[src/rtl/tlb_xlate.sv]
module tlb_xlate #(
  parameter int ENTRIES = 16,
  parameter int VPN_W   = 20,
  parameter int PFN_W   = 16
) (
  input  logic             clk,
  input  logic             rst_n,
  input  logic             flush,
  input  logic             req_valid,
  output logic             req_ready,
  input  logic [VPN_W-1:0] req_vpn,
  input  logic [1:0]       req_kind,
  output logic             rsp_valid,
  output logic [PFN_W-1:0] rsp_pfn,
  output logic             rsp_prot_fault,
  output logic             rsp_page_fault,
  output logic             walk_req_valid,
  output logic [VPN_W-1:0] walk_req_vpn,
  input  logic             walk_rsp_valid,
  input  logic [PFN_W-1:0] walk_rsp_pfn,
  input  logic [2:0]       walk_rsp_perm,
  input  logic             walk_rsp_fault
);

  localparam int IDX_W = (ENTRIES > 1) ? $clog2(ENTRIES) : 1;

  logic [ENTRIES-1:0] ent_v;
  logic [VPN_W-1:0]   ent_vpn  [ENTRIES];
  logic [PFN_W-1:0]   ent_pfn  [ENTRIES];
  logic [2:0]         ent_perm [ENTRIES];

  logic               busy;
  logic [VPN_W-1:0]   walk_vpn;
  logic [1:0]         walk_kind;
  logic [IDX_W-1:0]   rr;

  logic [ENTRIES-1:0] hit_vec;
  logic [PFN_W-1:0]   hit_pfn;
  logic [2:0]         hit_perm;
  logic [IDX_W-1:0]   vic;
  logic               any_free;

  function automatic logic permitted(input logic [2:0] perm, input logic [1:0] kind);
    case (kind)
      2'd0:    return perm[0];
      2'd1:    return perm[1];
      2'd2:    return perm[2];
      default: return 1'b0;
    endcase
  endfunction

  assign req_ready      = !busy;
  assign walk_req_valid = busy;
  assign walk_req_vpn   = walk_vpn;

  wire accept  = req_valid && !busy;
  wire hit     = |hit_vec;
  wire hit_ok  = permitted(hit_perm, req_kind);
  wire fill    = busy && walk_rsp_valid;
  wire install = fill && !walk_rsp_fault;
  wire fill_ok = permitted(walk_rsp_perm, walk_kind);

  genvar g;
  generate
    for (g = 0; g < ENTRIES; g++) begin : g_cmp
      assign hit_vec[g] = ent_v[g] && (ent_vpn[g] == req_vpn);
    end
  endgenerate

  always_comb begin
    hit_pfn  = '0;
    hit_perm = '0;
    for (int i = 0; i < ENTRIES; i++) begin
      hit_pfn  = hit_pfn  | (ent_pfn[i]  & {PFN_W{hit_vec[i]}});
      hit_perm = hit_perm | (ent_perm[i] & {3{hit_vec[i]}});
    end
  end

  always_comb begin
    vic      = rr;
    any_free = 1'b0;
    for (int i = ENTRIES - 1; i >= 0; i--) begin
      if (!ent_v[i]) begin
        vic      = IDX_W'(i);
        any_free = 1'b1;
      end
    end
  end

  always_ff @(posedge clk or negedge rst_n) begin
    if (!rst_n) begin
      busy           <= 1'b0;
      walk_vpn       <= '0;
      walk_kind      <= '0;
      rsp_valid      <= 1'b0;
      rsp_pfn        <= '0;
      rsp_prot_fault <= 1'b0;
      rsp_page_fault <= 1'b0;
    end else begin
      rsp_valid <= 1'b0;
      if (accept) begin
        if (hit) begin
          rsp_valid      <= 1'b1;
          rsp_pfn        <= hit_ok ? hit_pfn : '0;
          rsp_prot_fault <= !hit_ok;
          rsp_page_fault <= 1'b0;
        end else begin
          busy      <= 1'b1;
          walk_vpn  <= req_vpn;
          walk_kind <= req_kind;
        end
      end else if (fill) begin
        busy      <= 1'b0;
        rsp_valid <= 1'b1;
        if (walk_rsp_fault) begin
          rsp_pfn        <= '0;
          rsp_prot_fault <= 1'b0;
          rsp_page_fault <= 1'b1;
        end else begin
          rsp_pfn        <= fill_ok ? walk_rsp_pfn : '0;
          rsp_prot_fault <= !fill_ok;
          rsp_page_fault <= 1'b0;
        end
      end
    end
  end

  always_ff @(posedge clk or negedge rst_n) begin
    if (!rst_n) begin
      ent_v <= '0;
      rr    <= '0;
    end else if (flush) begin
      ent_v <= '0;
    end else if (install) begin
      ent_v[vic] <= 1'b1;
      if (!any_free)
        rr <= (rr == IDX_W'(ENTRIES - 1)) ? '0 : rr + 1'b1;
    end
  end

  always_ff @(posedge clk) begin
    if (install) begin
      ent_vpn[vic]  <= walk_vpn;
      ent_pfn[vic]  <= walk_rsp_pfn;
      ent_perm[vic] <= walk_rsp_perm;
    end
  end

  assert_hit_next_cycle_R1: assert property (@(posedge clk) disable iff (!rst_n)
    (accept && hit) |=> (rsp_valid && req_ready));

  assert_no_walk_on_hit_R2: assert property (@(posedge clk) disable iff (!rst_n)
    (accept && hit) |=> !walk_req_valid);

  assert_denied_zero_pfn_R3: assert property (@(posedge clk) disable iff (!rst_n)
    (rsp_valid && rsp_prot_fault) |-> (rsp_pfn == '0 && !rsp_page_fault));

  assert_miss_walks_R4: assert property (@(posedge clk) disable iff (!rst_n)
    (accept && !hit) |=> (walk_req_valid && !req_ready && walk_req_vpn == $past(req_vpn)));

  assert_walk_hold_R4: assert property (@(posedge clk) disable iff (!rst_n)
    (walk_req_valid && !walk_rsp_valid) |=> (walk_req_valid && $stable(walk_req_vpn)));

  assert_single_match_R5: assert property (@(posedge clk) disable iff (!rst_n)
    $onehot0(hit_vec));

  assert_page_fault_R6: assert property (@(posedge clk) disable iff (!rst_n)
    (walk_req_valid && walk_rsp_valid && walk_rsp_fault) |=>
      (rsp_valid && rsp_page_fault && !rsp_prot_fault && rsp_pfn == '0));

  assert_flush_empties_R8: assert property (@(posedge clk) disable iff (!rst_n)
    flush |=> (ent_v == '0));

  assert_flush_fill_answers_R9: assert property (@(posedge clk) disable iff (!rst_n)
    (flush && walk_req_valid && walk_rsp_valid) |=> (rsp_valid && ent_v == '0 && $stable(rr)));

endmodule

[config.mk]
export PLATFORM = sky130hd
export DESIGN_NAME = tlb_xlate
export DESIGN_NICKNAME = d
export VERILOG_FILES = /design/src/rtl/tlb_xlate.sv
export SDC_FILE = /design/constraint.sdc
export NUM_CORES = 1
export LEC_CHECK = 0
export BUFFER_PORTS_ARGS = -buffer_cell sky130_fd_sc_hd__buf_2
export CAP_MARGIN = 15
export CORE_MARGIN = 1.5
export CORE_UTILIZATION = 25
export CTS_CLUSTER_DIAMETER = 50
export CTS_CLUSTER_SIZE = 40
export DETAILED_ROUTE_END_ITERATION = 7
export PLACE_DENSITY_LB_ADDON = 0.08
export SLEW_MARGIN = 40
export SYNTH_ARGS = -nofsm -noshare
export SYNTH_HDL_FRONTEND = slang
export SYNTH_SLANG_ARGS = --single-unit
export TNS_END_PERCENT = 100
[constraint.sdc]
create_clock -name clk -period 9.75 [get_ports clk]
set_input_delay 0.4875 -clock clk [delete_from_list [all_inputs] [get_ports clk]]
set_output_delay 0.4875 -clock clk [all_outputs]
set_load 0.005 [all_outputs]
== After elaboration in Yosys (flattened, before gate mapping) ==
Memory sizes are Yosys's and may differ from the RTL's.
Index checks and enable logic that the tools add are counted.
Storage, ports and cells
  register bits after elaboration: 62
  memory bits (writable): 624
  input port bits: 47
  memories kept: 3
Memory list
  ent_vpn: words 16, bits a word 20, read ports 16, clocked after memory_dff 0, wr ports 1, RTL line 28  | logic [VPN_W-1:0] ent_vpn [ENTRIES];
  ent_pfn: words 16, bits a word 16, read ports 16, clocked after memory_dff 0, wr ports 1, RTL line 29  | logic [PFN_W-1:0] ent_pfn [ENTRIES];
  ent_perm: words 16, bits a word 3, read ports 16, clocked after memory_dff 0, wr ports 1, RTL line 30  | logic [2:0] ent_perm [ENTRIES];
Cells by class
  add/sub/neg operators: 1
  $lt $le $gt $ge: 2
  equality and inequality tests: 23
  muxes and demuxes: 61
  bitwise gates (word level): 66
  reduce and logical (&&, ||, !) cells: 33
Operator list (count)
  $eq 20x20->1: 16
  $and 16x16->16: 16
  $or 16x16->16: 16
  $mux 16: 8
  $mux 4: 17
  $and 3x3->3: 16
  $or 3x3->3: 15
  $mux 1: 33
  $logic_and 1x1->1: 20
  $reduce_or 16->1: 1
  $pmux 1 s3: 2
  $reduce_and 2->1: 3
  $lt 4x5->1 const B: 1
  $add 4x1->4 const B: 1
  $demux 1 s4: 1
  $eq 2x1->1 const B: 2
  $eq 2x2->1 const B: 2
  $eq 4x4->1 const B: 1
  $ge 4x1->1 const B: 1
  $logic_not 1->1: 4
  $logic_not 2->1: 2
  $reduce_bool 2->1: 2
  $not 1->1: 3
  $reduce_and 3->1: 1
  2 further kinds: 2

== Depth between registers and ports, before layout ==
  word-level depth: 23
  depth in mapped cells: 13
  depth with buffers taken out: 9

== Worst setup path before layout ==
No wires, ideal clock.
  path kind: reg-to-reg
  start point: reg rr[0]
  end point: mem ent_perm[4][0] (enable)
  setup time: 435 ps
  arrival: 3366 ps
  setup slack: 5948 ps
  stages on the path, launching flop included: 10
  clock period less this slack: 3802 ps
  path through: dfrtp_1 > nand2b_1 > a21boi_0 > o21ai_0 > a21oi_1 > o21ai_0 > a21oi_1 > o21ai_0 > o31a_1 > nor2_1
Between the ends
  longest elaborated chain between the ends: 16
Ends and longest elaborated chain
  start: declaration: RTL line 35  | logic [IDX_W-1:0] rr;
  start signal: assignment: RTL line 137  | rr <= (rr == IDX_W'(ENTRIES - 1)) ? '0 : rr + 1'b1;
  $mux 4 (16 in a row): RTL line 83  | if (!ent_v[i]) begin
  end: declaration: RTL line 30
Every way passes these cells.

== Worst setup path in the final report ==
  start point: reg ent_v[13]
  end point: mem ent_perm[8][2] (enable)
Between the ends
  longest elaborated chain between the ends: 14
Ends and longest elaborated chain
  start: declaration: RTL line 27  | logic [ENTRIES-1:0] ent_v;
  start signal: assignment: RTL line 130  | ent_v <= '0;
  start signal: assignment: RTL line 133  | ent_v <= '0;
  start signal: indexed assignment: RTL line 135  | ent_v[vic] <= 1'b1;
  $mux 4 (14 in a row): RTL line 83
Every way passes these cells.

==> metrics.cfg <==
[outcome]
outcome = finished clean

[setup_path]
end_kind = flip-flop
crit_type = reg2reg
arrival_ns = 4.29
cp-start-kind = flip-flop
worstPathRequired_ns = 10.04
cp_max_fo = 20

[pwr]
vdd_drop_max_mv = 0.1274
power_frac_comb_pct = 5.9
power.share.switching_pct = 24.68
seqPwrFrac_pct = 44.5
leakage_uw = 0.01093
p_sw_uw = 1899
power_density_nw_per_um2 = 228.0
intPower_uw = 5795
clkPwrFrac_pct = 49.6

[drt]
drc = 0
routed-via-count = 16180
viasPerCell = 4.690
drtIter0Drc = 1493
drtPass1Iterations = 7
drtAntennaViolNets = 0
totalWireLength_mm = 103.6
wl_per_cell_um = 30.03

[clock_tree]
cts_resized = 0
post-cts-setup-buffers = 0
cts_hold_buf = 1
numCtsBuffers = 100
clk_latency_ns = 0.68
clock_sinks = 686
cts_buffer_depth = 3
root_buffer = clkbuf_16
clk_pin_slew_ns = 0.06
h-tree-depth = 3
cts_tree = done

[sta]
drv_slew = 0
setup_viol = 0
grt_setup_unrepaired = no
worst_pin_slew_ns = 0.9058
hold_viol = 0
finalCriticalPeriod_ns = 3.998
clock_skew_ns = 0.02984
max_freq_mhz = 250.1
post-route-period-util_pct = 41.01
setup_ws_ns = 5.752
max_slew_margin_pct = 39.61
tns_ns = 0

[finish]
nFillCells = 10990
synthToLayoutAreaGrowth_pct = 21.35
drive_above_1_share_pct = 20.37
nets = 1919
design_area_um2 = 33750
final_util_pct = 30.54

[global_route]
grt_max_degree = 51
grt_pass1_vias = 16540
grt_pass1_wl_mm = 140.4
grt.total_usage_pct = 18.29
antenna_found_initial = 11
overflow = 0

[logic_synthesis]
yosysWarningCount = 0
synth_nets = 1749
synth.distinct_cells = 64
synthArstFlopShare_pct = 9.038
ys_seq_area_share_pct = 72.95
synth.avg_cell_area_um2 = 16.35
mappedNetlistArea_um2 = 27810
synth-seq-cells = 686
synth_edf_count = 624
syn_inst = 1701
synth_ff_type = edfxtp_1

[placement]
placed_cell_area_um2 = 30140
routabilityCongestion = 0.7796
port_buffers = 87
pre_cts_ws_ns = 5.104
hpwl_mm = 58.57

[floorplan]
die_h_um = 336.5
rows = 122
io_pins = 88
fp.dieW_um = 336.5
die_area_um2 = 113300
initial_core_util_pct = 25.17
core_area_um2 = 110500

[flow_run]
cap_viol_max_count = 0

[worst_hold_path]
hp-class = in2reg

## power by group through the flow
| stage | clock (uW) | combinational [uW] | sequential [uW] |
|---|---|---|---|
| final | 3820 | 453 | 3430 |
| after global routing | 4010 | 484 | 3430 |
| after CTS | 3890 | 466 | 3430 |
| after detailed placement | 0 | 463 | 3490 |
| after global placement | 0 | 462 | 3490 |
| after floorplan | 0 | 167 | 3450 |
## final timing paths
path | slack (ns) | cells past startpoint | startpoint | to
setup / recovery | 5.75 | 9 | ent_v[13] | ent_perm[8][2]
hold / removal | 0.06 | 2 | walk_rsp_valid | walk_req_valid
setup reg to reg | 5.75 | 9 | ent_v[13] | ent_perm[8][2]
hold reg to reg | 0.51 | 1 | walk_req_vpn[2] | walk_req_vpn[2]
max in group asynchronous | 8.49 | 3 | rst_n | ent_v[2]
min in group asynchronous | 0.25 | 2 | rst_n | rsp_pfn[7]
## through the flow
stage,hold slack [ns],total power [uW],std cells
after floorplan,0.1919,3622,1701
after global placement,0.4131,3952,3254
after detailed placement,0.4138,3954,3255
after CTS,0.03211,7790,3446
after global routing,0.08058,7930,3447
final,0.05765,7694,3449
## final cells by class
cell class | instances | area (um2) | share of cell area [%]
sequential | 686 | 20290 | 60.13
inverter | 14 | 52.55 | 0.1557
antenna | 2 | 5.005 | 0.01483
multi-input combinational | 920 | 7027 | 20.82
tap | 1488 | 1862 | 5.516
clock buffer | 113 | 2645 | 7.837
timing repair buffer | 149 | 949.7 | 2.814
clock inverter | 77 | 915.9 | 2.714
## cells in the mapped netlist (21+ instances only)
library cell	number	area share (%)
nand3_1	45	0.81
nand2_1	33	0.45
buf_6	28	1.1
a22o_1	35	1.1
xor2_1	124	3.9
xnor2_1	199	6.3
o21ai_0	31	0.56
a31oi_1	21	0.47
edfxtp_1	624	67
clkbuf_1	29	0.39
dfrtp_1	62	5.6
nand4_1	72	1.6
nor4_1	47	1.1
a221oi_1	35	1.1
nor2_1	37	0.50
mux2_2	23	0.93
and3_1	29	0.65
a22oi_1	76	2.1
## worst max-delay path, stage by stage (launching register included)
cell	delay, ns
dfrtp_1	0.66
a21boi_0	0.27
o21ai_0	0.10
a21oi_1	0.15
o21ai_0	0.08
a21oi_1	0.28
o21ai_0	0.18
o31a_1	0.55
nor2_4	0.73
buf_4	0.61
## state kept, by name, summed over array words and instances, names as in the netlist
name	cells
ent_pfn	256
ent_v	16
rsp_pfn	16
walk_kind	2
ent_vpn	320
walk_req_vpn	20
rr	4
rsp_page_fault	1
walk_req_valid	1
rsp_prot_fault	1
rsp_valid	1
ent_perm	48
## routing by layer
layer / track usage, % / share of wire [%] / vias up
met1: 25.22 / 46 / 8605
met3: 2.720 / 4.3 / 123
met4: 4.725 / 2.1 / 2
met5: 0 / 0.013 / -
met2: 30.03 / 48 / 439
li1: - / - / 7007
## layout by cell type (no fill, tap or decap), types with 13 or more instances in the layout
master      netlist  final
a221oi_1         35     35
a22o_1           35     35
a22oi_1          76     76
a31oi_1          21     21
and3_1           29     29
buf_2             7     81
buf_4            10     61
bufinv_16         0     13
clkbuf_16         0    103
clkinvlp_4        0     15
dfrtp_1          62     59
edfxtp_1        624    624
inv_1            13     13
inv_6             0     15
mux2_2           23     23
nand2_1          33     33
nand3_1          45     45
nand4_1          72     72
nor2_1           37     25
nor4_1           47     37
o21ai_0          31     31
xnor2_1         199    199
xor2_1          124    124
## kinds of logic (layout without fill, tap and decap cells)
kind of cell,count (synthesis),after routing,share of synthesized area (%)
buffers and inverters,95,353,2.524
xor gates and xnor gates,323,323,10.17
DFF,686,686,72.95
other,0,2,0
muxes,24,24,0.9673
adders and majority gates,1,1,0.04498
and+or+nand+nor,326,326,6.766
AOI/OAI and AO/OA,246,246,6.573
No activity file was read; power rests on OpenSTA's default activity.
